## config.mk

```make
export PLATFORM = sky130hd
export DESIGN_NAME = msdi_core
export DESIGN_NICKNAME = d
export VERILOG_FILES = /design/src/rtl/msdi_pkg.sv /design/src/rtl/msdi_pin_sync.sv /design/src/rtl/msdi_frame_shifter.sv /design/src/rtl/msdi_change_irq.sv /design/src/rtl/msdi_cmd_decode.sv /design/src/rtl/msdi_core.sv
export SDC_FILE = /design/constraint.sdc
export NUM_CORES = 1
export LEC_CHECK = 0
export CORE_UTILIZATION = 40
export DETAILED_ROUTE_END_ITERATION = 8
export PLACE_DENSITY = 0.71
export SYNTH_ARGS = -nofsm -noshare
export SYNTH_HDL_FRONTEND = slang
export SYNTH_SLANG_ARGS = --single-unit
```

## constraint.sdc

```tcl
create_clock -name clk -period 2 [get_ports clk]
set_input_delay 0.5 -clock clk [delete_from_list [all_inputs] [get_ports clk]]
set_output_delay 0.5 -clock clk [all_outputs]
set_load 0.01 [all_outputs]
```

## src/rtl/msdi_pkg.sv

```systemverilog
package msdi_pkg;
  localparam int OP_W = 4;

  typedef enum logic [OP_W-1:0] {
    OP_READ   = 4'h0,
    OP_SLEEP  = 4'h1,
    OP_TRI    = 4'h2,
    OP_MASK_P = 4'h3,
    OP_MASK_G = 4'h4
  } op_e;
endpackage

```

## src/rtl/msdi_pin_sync.sv

```systemverilog
module msdi_pin_sync #(
  parameter int   STAGES  = 2,
  parameter logic RST_VAL = 1'b0
) (
  input  logic clk,
  input  logic rst_n,
  input  logic d_i,
  output logic q_o,
  output logic rise_o,
  output logic fall_o
);
  logic [STAGES-1:0] chain_q, chain_d;
  logic              prev_q;

  always_comb chain_d = {chain_q[STAGES-2:0], d_i};

  always_ff @(posedge clk or negedge rst_n) begin
    if (!rst_n) begin
      chain_q <= {STAGES{RST_VAL}};
      prev_q  <= RST_VAL;
    end else begin
      chain_q <= chain_d;
      prev_q  <= chain_q[STAGES-1];
    end
  end

  assign q_o    = chain_q[STAGES-1];
  assign rise_o = chain_q[STAGES-1] & ~prev_q;
  assign fall_o = ~chain_q[STAGES-1] & prev_q;
endmodule

```

## src/rtl/msdi_frame_shifter.sv

```systemverilog
module msdi_frame_shifter #(
  parameter int W = 24
) (
  input  logic         clk,
  input  logic         rst_n,
  input  logic         cs_fall_i,
  input  logic         cs_rise_i,
  input  logic         in_frame_i,
  input  logic         sclk_rise_i,
  input  logic         sclk_fall_i,
  input  logic         si_i,
  input  logic [W-1:0] status_i,
  output logic         so_o,
  output logic [W-1:0] rx_word_o,
  output logic         rx_valid_o
);
  localparam int CNT_W = $clog2(W + 2);
  localparam logic [CNT_W-1:0] CNT_FULL = CNT_W'(W);
  localparam logic [CNT_W-1:0] CNT_OVER = CNT_W'(W + 1);

  logic [W-1:0]     sh_q, sh_d;
  logic [CNT_W-1:0] cnt_q, cnt_d;
  logic             so_q, so_d;

  always_comb begin
    sh_d  = sh_q;
    cnt_d = cnt_q;
    so_d  = so_q;
    if (cs_fall_i) begin
      sh_d  = status_i;
      so_d  = status_i[W-1];
      cnt_d = '0;
    end else if (in_frame_i) begin
      if (sclk_fall_i) begin
        sh_d = {sh_q[W-2:0], si_i};
        if (cnt_q != CNT_OVER) cnt_d = cnt_q + 1'b1;
      end
      if (sclk_rise_i) so_d = sh_q[W-1];
    end
  end

  always_ff @(posedge clk or negedge rst_n) begin
    if (!rst_n) begin
      sh_q  <= '0;
      cnt_q <= '0;
      so_q  <= 1'b0;
    end else begin
      sh_q  <= sh_d;
      cnt_q <= cnt_d;
      so_q  <= so_d;
    end
  end

  assign so_o       = so_q;
  assign rx_word_o  = sh_q;
  assign rx_valid_o = cs_rise_i & (cnt_q == CNT_FULL);

  // the first bit presented is the MSB of the captured status
  a_r2_load_msb: assert property (@(posedge clk) disable iff (!rst_n)
    cs_fall_i |=> (so_q == $past(status_i[W-1])));
  // serial-out holds across SCLK falling edges
  a_r5_so_stable_on_fall: assert property (@(posedge clk) disable iff (!rst_n)
    (sclk_fall_i && !cs_fall_i && !sclk_rise_i) |=> $stable(so_q));
endmodule

```

## src/rtl/msdi_change_irq.sv

```systemverilog
module msdi_change_irq #(
  parameter int N = 22
) (
  input  logic         clk,
  input  logic         rst_n,
  input  logic [N-1:0] sw_i,
  input  logic [N-1:0] mask_i,
  input  logic         cs_fall_i,
  input  logic         cs_rise_i,
  input  logic         in_frame_i,
  output logic         int_pend_o
);
  logic [N-1:0] ref_q, ref_d;
  logic [N-1:0] snap_q, snap_d;
  logic         chg_q, chg_d;
  logic         int_q, int_d;
  logic         diff_ref, diff_snap, release_now;

  always_comb begin
    diff_ref    = |((sw_i ^ ref_q) & mask_i);
    diff_snap   = |((sw_i ^ snap_q) & mask_i);
    release_now = cs_rise_i & ~(chg_q | diff_snap);

    snap_d = cs_fall_i ? sw_i : snap_q;
    chg_d  = chg_q;
    if (cs_fall_i)                    chg_d = 1'b0;
    else if (in_frame_i && diff_snap) chg_d = 1'b1;

    ref_d = release_now ? snap_q : ref_q;
    int_d = int_q;
    if (release_now)                                           int_d = 1'b0;
    else if (diff_ref || (in_frame_i && !cs_fall_i && diff_snap)) int_d = 1'b1;
  end

  always_ff @(posedge clk or negedge rst_n) begin
    if (!rst_n) begin
      ref_q  <= '0;
      snap_q <= '0;
      chg_q  <= 1'b0;
      int_q  <= 1'b0;
    end else begin
      ref_q  <= ref_d;
      snap_q <= snap_d;
      chg_q  <= chg_d;
      int_q  <= int_d;
    end
  end

  assign int_pend_o = int_q;

  // interrupt only rises when an enabled input has moved
  a_r3_rise_needs_change: assert property (@(posedge clk) disable iff (!rst_n)
    $rose(int_q) |-> ($past(diff_ref) || $past(diff_snap)));
  // a change inside the frame survives chip-select release
  a_r4_hold_after_frame_change: assert property (@(posedge clk) disable iff (!rst_n)
    (cs_rise_i && chg_q) |=> int_q);
  // clean release drops the interrupt and adopts the snapshot
  a_r9_clean_release: assert property (@(posedge clk) disable iff (!rst_n)
    (cs_rise_i && !chg_q && !diff_snap) |=> (!int_q && ref_q == $past(snap_q)));
endmodule

```

## src/rtl/msdi_cmd_decode.sv

```systemverilog
module msdi_cmd_decode
  import msdi_pkg::*;
#(
  parameter int W    = 24,
  parameter int N_SP = 8,
  parameter int N_SG = 14
) (
  input  logic            clk,
  input  logic            rst_n,
  input  logic            rx_valid_i,
  input  logic [W-1:0]    rx_word_i,
  output logic            sleep_req_o,
  output logic            tri_en_o,
  output logic [N_SP-1:0] mask_sp_o,
  output logic [N_SG-1:0] mask_sg_o
);
  logic            sleep_q, sleep_d;
  logic            tri_q, tri_d;
  logic [N_SP-1:0] msp_q, msp_d;
  logic [N_SG-1:0] msg_q, msg_d;
  op_e             op;

  always_comb begin
    op      = op_e'(rx_word_i[W-1 -: OP_W]);
    sleep_d = 1'b0;
    tri_d   = tri_q;
    msp_d   = msp_q;
    msg_d   = msg_q;
    if (rx_valid_i) begin
      case (op)
        OP_SLEEP:  sleep_d = 1'b1;
        OP_TRI:    tri_d   = rx_word_i[0];
        OP_MASK_P: msp_d   = rx_word_i[N_SP-1:0];
        OP_MASK_G: msg_d   = rx_word_i[N_SG-1:0];
        default:   ;
      endcase
    end
  end

  always_ff @(posedge clk or negedge rst_n) begin
    if (!rst_n) begin
      sleep_q <= 1'b0;
      tri_q   <= 1'b0;
      msp_q   <= '1;
      msg_q   <= '1;
    end else begin
      sleep_q <= sleep_d;
      tri_q   <= tri_d;
      msp_q   <= msp_d;
      msg_q   <= msg_d;
    end
  end

  assign sleep_req_o = sleep_q;
  assign tri_en_o    = tri_q;
  assign mask_sp_o   = msp_q;
  assign mask_sg_o   = msg_q;

  // sleep request is a single-cycle pulse
  a_r11_sleep_single: assert property (@(posedge clk) disable iff (!rst_n)
    sleep_q |=> !sleep_q);
  // control state only moves after a full frame
  a_r8_tri_needs_valid: assert property (@(posedge clk) disable iff (!rst_n)
    !rx_valid_i |=> $stable(tri_q));
endmodule

```

## src/rtl/msdi_core.sv

```systemverilog
module msdi_core #(
  parameter int N_SP        = 8,
  parameter int N_SG        = 14,
  parameter int SYNC_STAGES = 2
) (
  input  logic            clk,
  input  logic            rst_n,
  input  logic            cs_n_i,
  input  logic            sclk_i,
  input  logic            si_i,
  output logic            so_o,
  output logic            so_oe_o,
  input  logic [N_SP-1:0] sp_i,
  input  logic [N_SG-1:0] sg_i,
  input  logic            therm_i,
  output logic            int_low_o,
  output logic            sleep_req_o,
  output logic            tri_en_o
);
  localparam int N_SW = N_SP + N_SG;
  localparam int W    = N_SW + 2;

  logic            cs_s, cs_rise, cs_fall;
  logic            sclk_s, sclk_rise, sclk_fall;
  logic            si_s, si_rise_unused, si_fall_unused;
  logic            in_frame, int_pend, rx_valid;
  logic [N_SW-1:0] sw_now, mask_all;
  logic [N_SP-1:0] mask_sp;
  logic [N_SG-1:0] mask_sg;
  logic [W-1:0]    status, rx_word;

  msdi_pin_sync #(.STAGES(SYNC_STAGES), .RST_VAL(1'b1)) u_cs (
    .clk(clk), .rst_n(rst_n), .d_i(cs_n_i),
    .q_o(cs_s), .rise_o(cs_rise), .fall_o(cs_fall));

  msdi_pin_sync #(.STAGES(SYNC_STAGES), .RST_VAL(1'b0)) u_sclk (
    .clk(clk), .rst_n(rst_n), .d_i(sclk_i),
    .q_o(sclk_s), .rise_o(sclk_rise), .fall_o(sclk_fall));

  msdi_pin_sync #(.STAGES(SYNC_STAGES), .RST_VAL(1'b0)) u_si (
    .clk(clk), .rst_n(rst_n), .d_i(si_i),
    .q_o(si_s), .rise_o(si_rise_unused), .fall_o(si_fall_unused));

  assign in_frame = ~cs_s;
  assign sw_now   = {sp_i, sg_i};
  assign mask_all = {mask_sp, mask_sg};
  assign status   = {int_pend, therm_i, sw_now};

  msdi_change_irq #(.N(N_SW)) u_irq (
    .clk(clk), .rst_n(rst_n), .sw_i(sw_now), .mask_i(mask_all),
    .cs_fall_i(cs_fall), .cs_rise_i(cs_rise), .in_frame_i(in_frame),
    .int_pend_o(int_pend));

  msdi_frame_shifter #(.W(W)) u_shift (
    .clk(clk), .rst_n(rst_n), .cs_fall_i(cs_fall), .cs_rise_i(cs_rise),
    .in_frame_i(in_frame), .sclk_rise_i(sclk_rise), .sclk_fall_i(sclk_fall),
    .si_i(si_s), .status_i(status), .so_o(so_o),
    .rx_word_o(rx_word), .rx_valid_o(rx_valid));

  msdi_cmd_decode #(.W(W), .N_SP(N_SP), .N_SG(N_SG)) u_cmd (
    .clk(clk), .rst_n(rst_n), .rx_valid_i(rx_valid), .rx_word_i(rx_word),
    .sleep_req_o(sleep_req_o), .tri_en_o(tri_en_o),
    .mask_sp_o(mask_sp), .mask_sg_o(mask_sg));

  assign so_oe_o   = in_frame;
  assign int_low_o = int_pend;

  // output enable drops only while synchronized chip select is high
  a_r6_oe_follows_cs: assert property (@(posedge clk) disable iff (!rst_n)
    $fell(so_oe_o) |-> $past(cs_n_i, 1) || $past(cs_n_i, 2) || cs_n_i);
  // a command is accepted only at chip-select release
  a_r8_accept_at_release: assert property (@(posedge clk) disable iff (!rst_n)
    rx_valid |-> (cs_s && $past(!cs_s)));
endmodule

```

==> results.toml, run 1 <==
[sta]
fmax_ghz = 0.447
relSlewSlack_pct = 63.3
rsz0062_at_grt = "yes"
period_minus_slack_ns = 2.24
worst_slew_pin_slew_ns = 0.550
setup_viol = 23
worst_slack_ns = -0.237
finalHoldViolations = 0
fin_crit_sh_pct = 112
skew_ns = 0.0116
drv_slew = 0

[setup_path]
crit_start = "sp_i[5]"
cp_data_required_time_ns = 2.22
critPathBufInv = 3
r2r-start = "u_irq.snap_q[19]$_DFFE_PN0P_"
crit_end = "u_irq.ref_q[0]$_DFFE_PN0P_"
critPathMaxStageDelay_ns = 0.30
cpMaxStageDelayCell = "mux2_4"
cp-end-kind = "flop"
crit_arrival_ns = 2.46
critPathKind = "in -> reg"
crit_cells = 9
r2r_cells = 8
critPathLaunchType = "primary input"
rr_endpoint = "u_irq.ref_q[0]$_DFFE_PN0P_"
reg2reg_slack_ns = -0.22
crit_chain = "dlygate4sd2_1, xor2_1, a22oi_1, nand3_1, nor3_2, nor4b_4, buf_4, buf_8, mux2_4"
critPathMaxFanout = 6
path_delay_family = "simple AND/OR/NAND/NOR gates"

[floorplanning]
rows = 39
floorplan.initialDensity_pct = 41.6
die_height_um = 112
die_area_um2 = 12500
fp.dieW_um = 112
ios = 33
core_um2 = 11600

[yosys]
synthFlopType = "dfrtp_1"
synth_edf_count = 0
avgSynthCellArea_um2 = 12.0
synth_warnings = 0
async_flop_share_pct = 100
synth_area_um2 = 4840
synth_fp_nets = 434
ys_ff_latch = 108
synthCells = 403
synth_cell_type_count = 32
seq_area_frac_synth_pct = 56.5

[grt]
grt_max_degree = 52
gr-usage-all-layers_pct = 19.0
gr-total-overflow = 0
grt_pass1_vias = 3469
antenna_found_initial = 0
grt_pass1_wl_mm = 18.2

[placed_design]
numPortBuffers = 32
placed_area_um2 = 5660
dp_hpwl_mm = 7.66
gp_congestion = 0.793
place_inst = 612

[clock_tree]
tritoncts = "done"
clkLatencyLatePin_ns = 0.34
cts-root-buf = "clkbuf_16"
holdBufCountCts = 0
clock-sinks = 108
cts_buffer_depth = 2
cts_max_level = 3
path_clk_slew_ns = 0.07
cts-buffers-inserted = 9

[pwr]
sequentialPowerShare_pct = 51.5
power.leakage_nw = 2.82
cellPowerDensity_nw_per_um2 = 853
p_int_mw = 3.83
p_switching_mw = 1.40
p_total_mw = 5.23
swShare_pct = 26.8
ir_worst_vdd_mv = 0.390
combinationalPowerShare_pct = 16.5
clock_power_share_pct = 32.0

[final_layout]
syn_to_final_growth_pct = 26.8
fillers = 1025
final_cells = 634
fin_area_um2 = 6130
layout.nets = 517
diodes = 0
drive_gt1_share_pct = 31.2

[flow_run]
maxCapViolCount = 0

[run_status]
status = "finished, violations left"
violations = "design-rule violations, negative setup slack"

[min_path]
hp-class = "in -> async"

[drt]
drt_iter0_markers = 173
wire_per_inst_um = 17.4
vias = 3249
drt-total-wl_mm = 11.1
first_pass_iters = 6
ant_nets = 0
viasPerCell = 5.12
drc = 1
cells in the final DEF, fill, tap and decap left out, types with 2 or more instances in the layout:
master           instances
o21ai_0                 28
buf_12                   2
a22oi_1                 17
clkbuf_1                 2
a21oi_1                  4
mux2_2                  23
nor2_1                   6
xor2_2                   4
mux2_4                  22
nor4b_1                  2
buf_4                   49
inv_1                    4
nand2_1                 74
dfstp_2                 25
nand4_1                  7
mux2i_1                 24
nand3_1                  2
clkdlybuf4s50_1          8
ha_1                     3
xor2_1                  42
clkinvlp_4               3
clkbuf_16                9
o21a_1                   2
a22oi_2                  3
buf_8                    4
dfrtp_1                 83
clkbuf_8                 2
nor3_2                   2
dlygate4sd2_1           22
per-stage QoR:
stage               setup WS (ns)  hold WS [ns]  setup TNS, ns  utilization [%]
floorplan                  -0.124         0.204          -2.33                -
global placement           -0.713         0.336         -15.97             48.8
detailed placement         -0.746         0.337         -16.62             48.8
CTS                        -0.202         0.160          -3.83             52.6
global route               -0.330         0.194          -6.76             52.8
finish                     -0.237         0.149          -4.56             52.8
cell usage after synthesis (2+ instances only):
master | instances | area (um2)
dfrtp_1 | 83 | 2080
nand2_1 | 74 | 278
xor2_1 | 46 | 403
mux2_2 | 43 | 484
o21ai_0 | 28 | 140
dfstp_2 | 25 | 657
mux2i_1 | 24 | 240
a22oi_1 | 20 | 150
clkbuf_1 | 9 | 33.8
nand4_1 | 7 | 43.8
nor2_1 | 6 | 22.5
a21oi_1 | 4 | 20.0
inv_1 | 4 | 15.0
buf_2 | 3 | 15.0
ha_1 | 3 | 37.5
buf_6 | 2 | 22.5
mux2_1 | 2 | 22.5
nand3_1 | 2 | 10.0
nor2b_1 | 2 | 12.5
nor3_1 | 2 | 10.0
nor4b_1 | 2 | 17.5
o21a_1 | 2 | 15.0
power by group through the flow:
stage,combinational [mW],clock (mW),sequential [mW]
after floorplan,0.428,0,2.65
after global placement,0.754,0,2.70
after detailed placement,0.778,0,2.71
after CTS,0.860,1.72,2.69
after global routing,0.952,1.78,2.72
final,0.863,1.67,2.69
layout make-up:
class | instances | area [um2] | area share, %
well taps | 143 | 179 | 2.92
clock buffers | 13 | 260 | 4.25
multi-input cells | 276 | 2160 | 35.2
clock inverters | 3 | 22.5 | 0.367
flip-flops and latches | 108 | 2730 | 44.6
repair buffers | 87 | 762 | 12.4
inverters | 4 | 15.0 | 0.245
worst reg2reg max path, cell delays in order (launching register included):
cell	delay [ns]
dfrtp_1	0.41
xor2_1	0.16
a22oi_1	0.24
nand3_1	0.15
nor3_2	0.22
nor4b_4	0.26
buf_4	0.20
buf_8	0.15
mux2_4	0.31
logic make-up (layout without fill, tap and decap cells):
group           after synthesis  after routing  share of synthesized area [%]
compound gates               56             56                           7.09
xor+xnor                     47             47                           8.51
fa+ha+maj                     3              3                          0.776
buf+inv                      19            107                           1.86
flops                       108            108                           56.5
mux                          69             69                           15.4
simple gates                101            101                           9.78
metal layers:
| metal | wire [um] | GRT usage, % |
|---|---|---|
| met5 | 0 | 0 |
| met4 | 159 | 7.73 |
| met3 | 364 | 2.01 |
| met2 | 5450 | 31.1 |
| met1 | 5080 | 25.9 |
state kept, by name, summed over array words and instances, names as in the netlist:
| register | cells |
|---|---|
| u_cmd.mask_sg_o | 14 |
| u_sclk.prev_q | 1 |
| u_irq.int_pend_o | 1 |
| u_irq.ref_q | 22 |
| u_cmd.mask_sp_o | 8 |
| u_cmd.tri_en_o | 1 |
| u_cs.prev_q | 1 |
| u_cs.chain_q | 2 |
| u_cmd.sleep_req_o | 1 |
| u_shift.cnt_q | 5 |
| u_shift.rx_word_o | 24 |
| u_irq.snap_q | 22 |
| u_si.chain_q | 2 |
| u_irq.chg_q | 1 |
| u_shift.so_o | 1 |
| u_sclk.chain_q | 2 |
worst min path at each step:
stage,to,slack (ns)
2_1_floorplan,u_cmd.sleep_req_o$_DFF_PN0_,0.20
3_3_place_gp,u_sclk.chain_q[1]$_DFF_PN0_,0.34
3_5_place_dp,u_si.chain_q[1]$_DFF_PN0_,0.34
4_1_cts,u_irq.ref_q[10]$_DFFE_PN0P_,0.16
5_1_grt,u_irq.ref_q[10]$_DFFE_PN0P_,0.19
6_report,u_shift.rx_word_o[7]$_DFFE_PN0P_,0.15
timing repair:
item / in CTS / in global routing
cloned: 2 / 0
buffers inserted: 3 / 3
pin swaps: 15 / 7
resized for setup: 61 / 6
setup endpoints to repair: 24 / 23
(Power assumes the default switching activity.)
==> inputs of run 2 (changes only) <==
- PLACE_DENSITY: 0.71 -> 0.69
- clock period: 2 -> 2.13 ns (I/O delays scaled with it)
==> run 2 against run 1 <==
The flow still finishes with violations (design-rule violations, negative setup slack). Clock-buffer cell count fell by 3. Flip-flop and latch count unchanged. Cell area shrank 0.80%. Hold slack got worse by 0.041 ns. Via count rose by 0.89%. Setup slack gained 0.13 ns.
==> results.toml, run 2 (synthesis gave the netlist of run 1 again) <==
[clock_tree]
clkLatencyLatePin_ns = 0.36
cts-root-buf = "clkbuf_16"
clock-sinks = 108
cts_max_level = 3
tritoncts = "done"
cts_buffer_depth = 2
cts-buffers-inserted = 9
path_clk_slew_ns = 0.07

[placed_design]
place_inst = 597
numPortBuffers = 32
gp_congestion = 0.762
dp_hpwl_mm = 7.60

[grt]
gr-total-overflow = 0
grt_pass1_wl_mm = 18.2
antenna_found_initial = 0
gr-usage-all-layers_pct = 19.1
grt_pass1_vias = 3486
grt_max_degree = 48

[floorplanning]
floorplan.initialDensity_pct = 41.6
core_um2 = 11600
die_height_um = 112
fp.dieW_um = 112
die_area_um2 = 12500
ios = 33
rows = 39

[drt]
ant_nets = 0
viasPerCell = 5.25
first_pass_iters = 6
drc = 2
wire_per_inst_um = 18.0
drt_iter0_markers = 149
drt-total-wl_mm = 11.2
vias = 3278

[sta]
worst_slew_pin_slew_ns = 0.489
fin_tns_setup_ns = -1.43
drv_slew = 0
skew_ns = 0.0111
fmax_ghz = 0.447
relSlewSlack_pct = 66.9
worst_slack_ns = -0.105
period_minus_slack_ns = 2.23
fin_crit_sh_pct = 105
setup_viol = 22
finalHoldViolations = 0
rsz0062_at_grt = "yes"

[pwr]
power.leakage_nw = 2.77
sequentialPowerShare_pct = 50.3
p_int_mw = 3.65
combinationalPowerShare_pct = 15.3
clock_power_share_pct = 34.3
p_total_mw = 5.03
cellPowerDensity_nw_per_um2 = 828
swShare_pct = 27.4
p_switching_mw = 1.38
ir_worst_vdd_mv = 0.362

[setup_path]
critPathMaxFanout = 6
critPathLaunchType = "flop"
cp-end-kind = "flop"
crit_arrival_ns = 2.47
critPathKind = "reg -> reg"
cp_data_required_time_ns = 2.37

[final_layout]
final_cells = 624
final_common_cell = "dfrtp_1"
drive_gt1_share_pct = 31.6
largest_reg_flops = 24
syn_to_final_growth_pct = 25.7
layout.nets = 507
diodes = 0
utilization_pct = 52.4
final_cell_mix = "dfrtp_1, nand2_1, xor2_1"

[min_path]
hp-class = "in -> async"

[flow_run]
maxCapViolCount = 0

[run_status]
status = "finished, violations left"
violations = "design-rule violations, negative setup slack"
run 2: final cells by class:
cell class | count | area [um2]
Sequential cell | 108 | 2730
Multi-Input combinational cell | 276 | 2160
Tap cell | 143 | 179
Fill cell | 1008 | 5530
Inverter | 4 | 15.0
Timing Repair Buffer | 77 | 678
Clock inverter | 6 | 72.6
Clock buffer | 10 | 239
run 2: path summary, 6_finish.rpt:
kind | start | end | slack (ns) | cells after the start
min in group clk | u_si.chain_q[0]$_DFF_PN0_ | u_si.chain_q[1]$_DFF_PN0_ | 0.35 | 0
setup / recovery | u_irq.snap_q[18]$_DFFE_PN0P_ | u_irq.ref_q[16]$_DFFE_PN0P_ | -0.10 | 8
max in group asynchronous | rst_n | u_cs.chain_q[1]$_DFF_PN1_ | 1.37 | 2
setup reg to reg | u_irq.snap_q[18]$_DFFE_PN0P_ | u_irq.ref_q[16]$_DFFE_PN0P_ | -0.10 | 8
hold reg to reg | u_si.chain_q[0]$_DFF_PN0_ | u_si.chain_q[1]$_DFF_PN0_ | 0.35 | 0
hold / removal | rst_n | u_shift.rx_word_o[2]$_DFFE_PN0P_ | 0.11 | 1
run 2: what timing repair did:
action | CTS | global route
pin swaps | 20 | 9
gates resized for setup | 46 | 31
gates cloned | 2 | 0
endpoints found under the hold margin | 0 | 0
hold buffers | 0 | 0
endpoints found under the setup margin | 24 | 22
setup buffers | 6 | 4
run 2: critical path, cell delays in order (launching register included):
cell	delay, ns
dfrtp_1	0.42
xor2_2	0.17
a22oi_2	0.20
nand4_1	0.13
nor3_2	0.25
nor4b_4	0.29
buf_6	0.18
buf_8	0.13
mux2_2	0.34
run 2: power groups by stage:
stage	registers [mW]	clock network, mW	logic [mW]
finish	2.53	1.73	0.771
global placement	2.54	0	0.657
global route	2.56	1.84	0.851
floorplan	2.49	0	0.402
detailed placement	2.56	0	0.678
CTS	2.52	1.76	0.722
run 2: per-layer routing:
layer,up-vias,GRT usage (%),wire length (um)
li1,1549,-,-
met1,1668,25.5,5200
met2,44,30.3,5520
met3,17,2.50,250
met4,0,10.3,274
met5,-,0,0
run 2: per-stage QoR:
stage / worst slack, ns / hold WS, ns / area, um2
global placement: -0.624 / 0.335 / 5550
finish: -0.105 / 0.108 / 6080
CTS: -0.0494 / 0.115 / 5980
floorplan: -0.0268 / 0.237 / 4840
global route: -0.187 / 0.137 / 6080
detailed placement: -0.721 / 0.339 / 5550
==> inputs of run 3 (changes only) <==
- SKIP_CTS_REPAIR_TIMING: unset -> 1
==> run 3 against run 2 <==
Global-route usage fell by 0.61 points. Setup slack improved by 0.072 ns. Combinational power rose by 2%. Critical path type unchanged. Critical path depth did not move. Highest routed layer unchanged. Clock power barely moved. Sequential power barely moved. Power rose by 0.32%. Flip-flop and latch count did not move. The run still ends with design-rule violations, negative setup slack left. Sequential share of layout area fell by 0.58 points. Hold slack got worse by 0.0010 ns. First-iteration DRC count rose by 4.7%. Largest power group unchanged.
==> results.toml, run 3 (synthesis gave the netlist of run 1 again) <==
[setup_path]
critPathKind = "reg -> reg"
critPathBufInv = 2
cp_data_required_time_ns = 2.37
critPathMaxFanout = 5
r2r-start = "u_irq.snap_q[9]$_DFFE_PN0P_"
r2r_cells = 8
critPathLaunchType = "flop"
critPathMaxStageDelay_ns = 0.40
reg2reg_slack_ns = -0.03
cp-end-kind = "flop"
crit_chain = "xor2_1, a22oi_2, nand3_1, nor3_2, nor4b_4, buf_6, clkbuf_16, mux2_4"
rr_endpoint = "u_irq.ref_q[20]$_DFFE_PN0P_"
path_delay_family = "simple AND/OR/NAND/NOR gates"
crit_arrival_ns = 2.41
cpMaxStageDelayCell = "dfrtp_1"

[final_layout]
syn_to_final_growth_pct = 27.4
drive_gt1_share_pct = 29.9
layout.nets = 504
largest_reg_flops = 24
final_common_cell = "dfrtp_1"
diodes = 0
fillers = 997
final_cell_mix = "dfrtp_1, nand2_1, xor2_1"
multi_input_area_um2 = 2160
seq_area_um2 = 2730

[sta]
finalHoldViolations = 0
fin_tns_setup_ns = -0.515
relSlewSlack_pct = 62.5
drv_slew = 0
worst_slack_ns = -0.0331
fmax_ghz = 0.462
worst_slew_pin_slew_ns = 0.555
rsz0062_at_grt = "yes"
fin_crit_sh_pct = 102
skew_ns = 0.0124
period_minus_slack_ns = 2.16
setup_viol = 22

[placed_design]
place_ws_ns = -0.721
numPortBuffers = 32
dp_hpwl_mm = 7.60
gp_congestion = 0.762

[floorplanning]
die_height_um = 112
fp.dieW_um = 112
core_um2 = 11600
rows = 39
die_area_um2 = 12500
floorplan.initialDensity_pct = 41.6
ios = 33

[grt]
grt_max_degree = 48
antenna_found_initial = 0
grt_pass1_wl_mm = 17.6
grt_pass1_vias = 3381
gr-usage-all-layers_pct = 18.5
gr-total-overflow = 0

[drt]
vias = 3258
first_pass_iters = 6
drc = 2
viasPerCell = 5.25
wire_per_inst_um = 17.9
ant_nets = 0
drt-total-wl_mm = 11.1
drt_iter0_markers = 156

[min_path]
hp-class = "in -> async"

[clock_tree]
tritoncts = "done"
cts-root-buf = "clkbuf_16"
clock-sinks = 108
cts-buffers-inserted = 9
clkLatencyLatePin_ns = 0.36
cts_max_level = 3
cts_buffer_depth = 2
path_clk_slew_ns = 0.08

[run_status]
status = "finished, violations left"
violations = "design-rule violations, negative setup slack"

[pwr]
power.leakage_nw = 2.95
p_total_mw = 5.05
cellPowerDensity_nw_per_um2 = 820
ir_worst_vdd_mv = 0.365

[flow_run]
maxCapViolCount = 0
run 3: cell count changes in the layout (fill, tap and decap cells not counted), moves of 3 or more:
cell and delta:
dlymetal6s2s_1 +22, dlygate4sd2_1 -13, clkdlybuf4s15_1 -5, clkbuf_2 -4, buf_4 -3, mux2_2 -3
mux2_4 +3
run 3: layout make-up:
| cell class | instances | share of cell area [%] |
|---|---|---|
| Sequential cell | 108 | 44.4 |
| Tap cell | 143 | 2.90 |
| Multi-Input combinational cell | 276 | 35.1 |
| Timing Repair Buffer | 74 | 12.4 |
| Clock buffer | 10 | 3.88 |
| Inverter | 4 | 0.244 |
| Clock inverter | 6 | 1.18 |
run 3: stage by stage:
step / utilization (%) / hold slack [ns] / cells / area [um2]
2_1_floorplan: - / 0.237 / 403 / 4840
3_3_place_gp: 47.8 / 0.335 / 597 / 5550
3_5_place_dp: 47.8 / 0.339 / 597 / 5550
4_1_cts: 50.5 / 0.115 / 613 / 5860
5_1_grt: 53.0 / 0.135 / 621 / 6160
6_report: 53.0 / 0.107 / 621 / 6160
run 3: worst max-delay path by stage:
stage,startpoint,endpoint,slack [ns],cells past startpoint
after CTS,sg_i[13],u_irq.ref_q[16]$_DFFE_PN0P_,-0.37,8
after global routing,u_irq.snap_q[9]$_DFFE_PN0P_,u_irq.ref_q[19]$_DFFE_PN0P_,-0.12,8
after floorplan,sg_i[7],u_irq.ref_q[0]$_DFFE_PN0P_,-0.03,7
final,u_irq.snap_q[9]$_DFFE_PN0P_,u_irq.ref_q[20]$_DFFE_PN0P_,-0.03,8
after detailed placement,sg_i[13],u_irq.ref_q[6]$_DFFE_PN0P_,-0.72,8
after global placement,sp_i[5],u_irq.ref_q[8]$_DFFE_PN0P_,-0.62,8
run 3: power breakdown:
| part | switching, mW | internal, mW | total, mW |
|---|---|---|---|
| Combinational | 0.371 | 0.412 | 0.783 |
| Clock | 0.780 | 0.954 | 1.73 |
| Sequential | 0.232 | 2.30 | 2.53 |
run 3: metal layers:
metal	wire length (um)	GRT usage (%)
met2	5380	29.7
met1	5200	24.8
met3	288	2.40
met5	0	0
met4	266	9.07
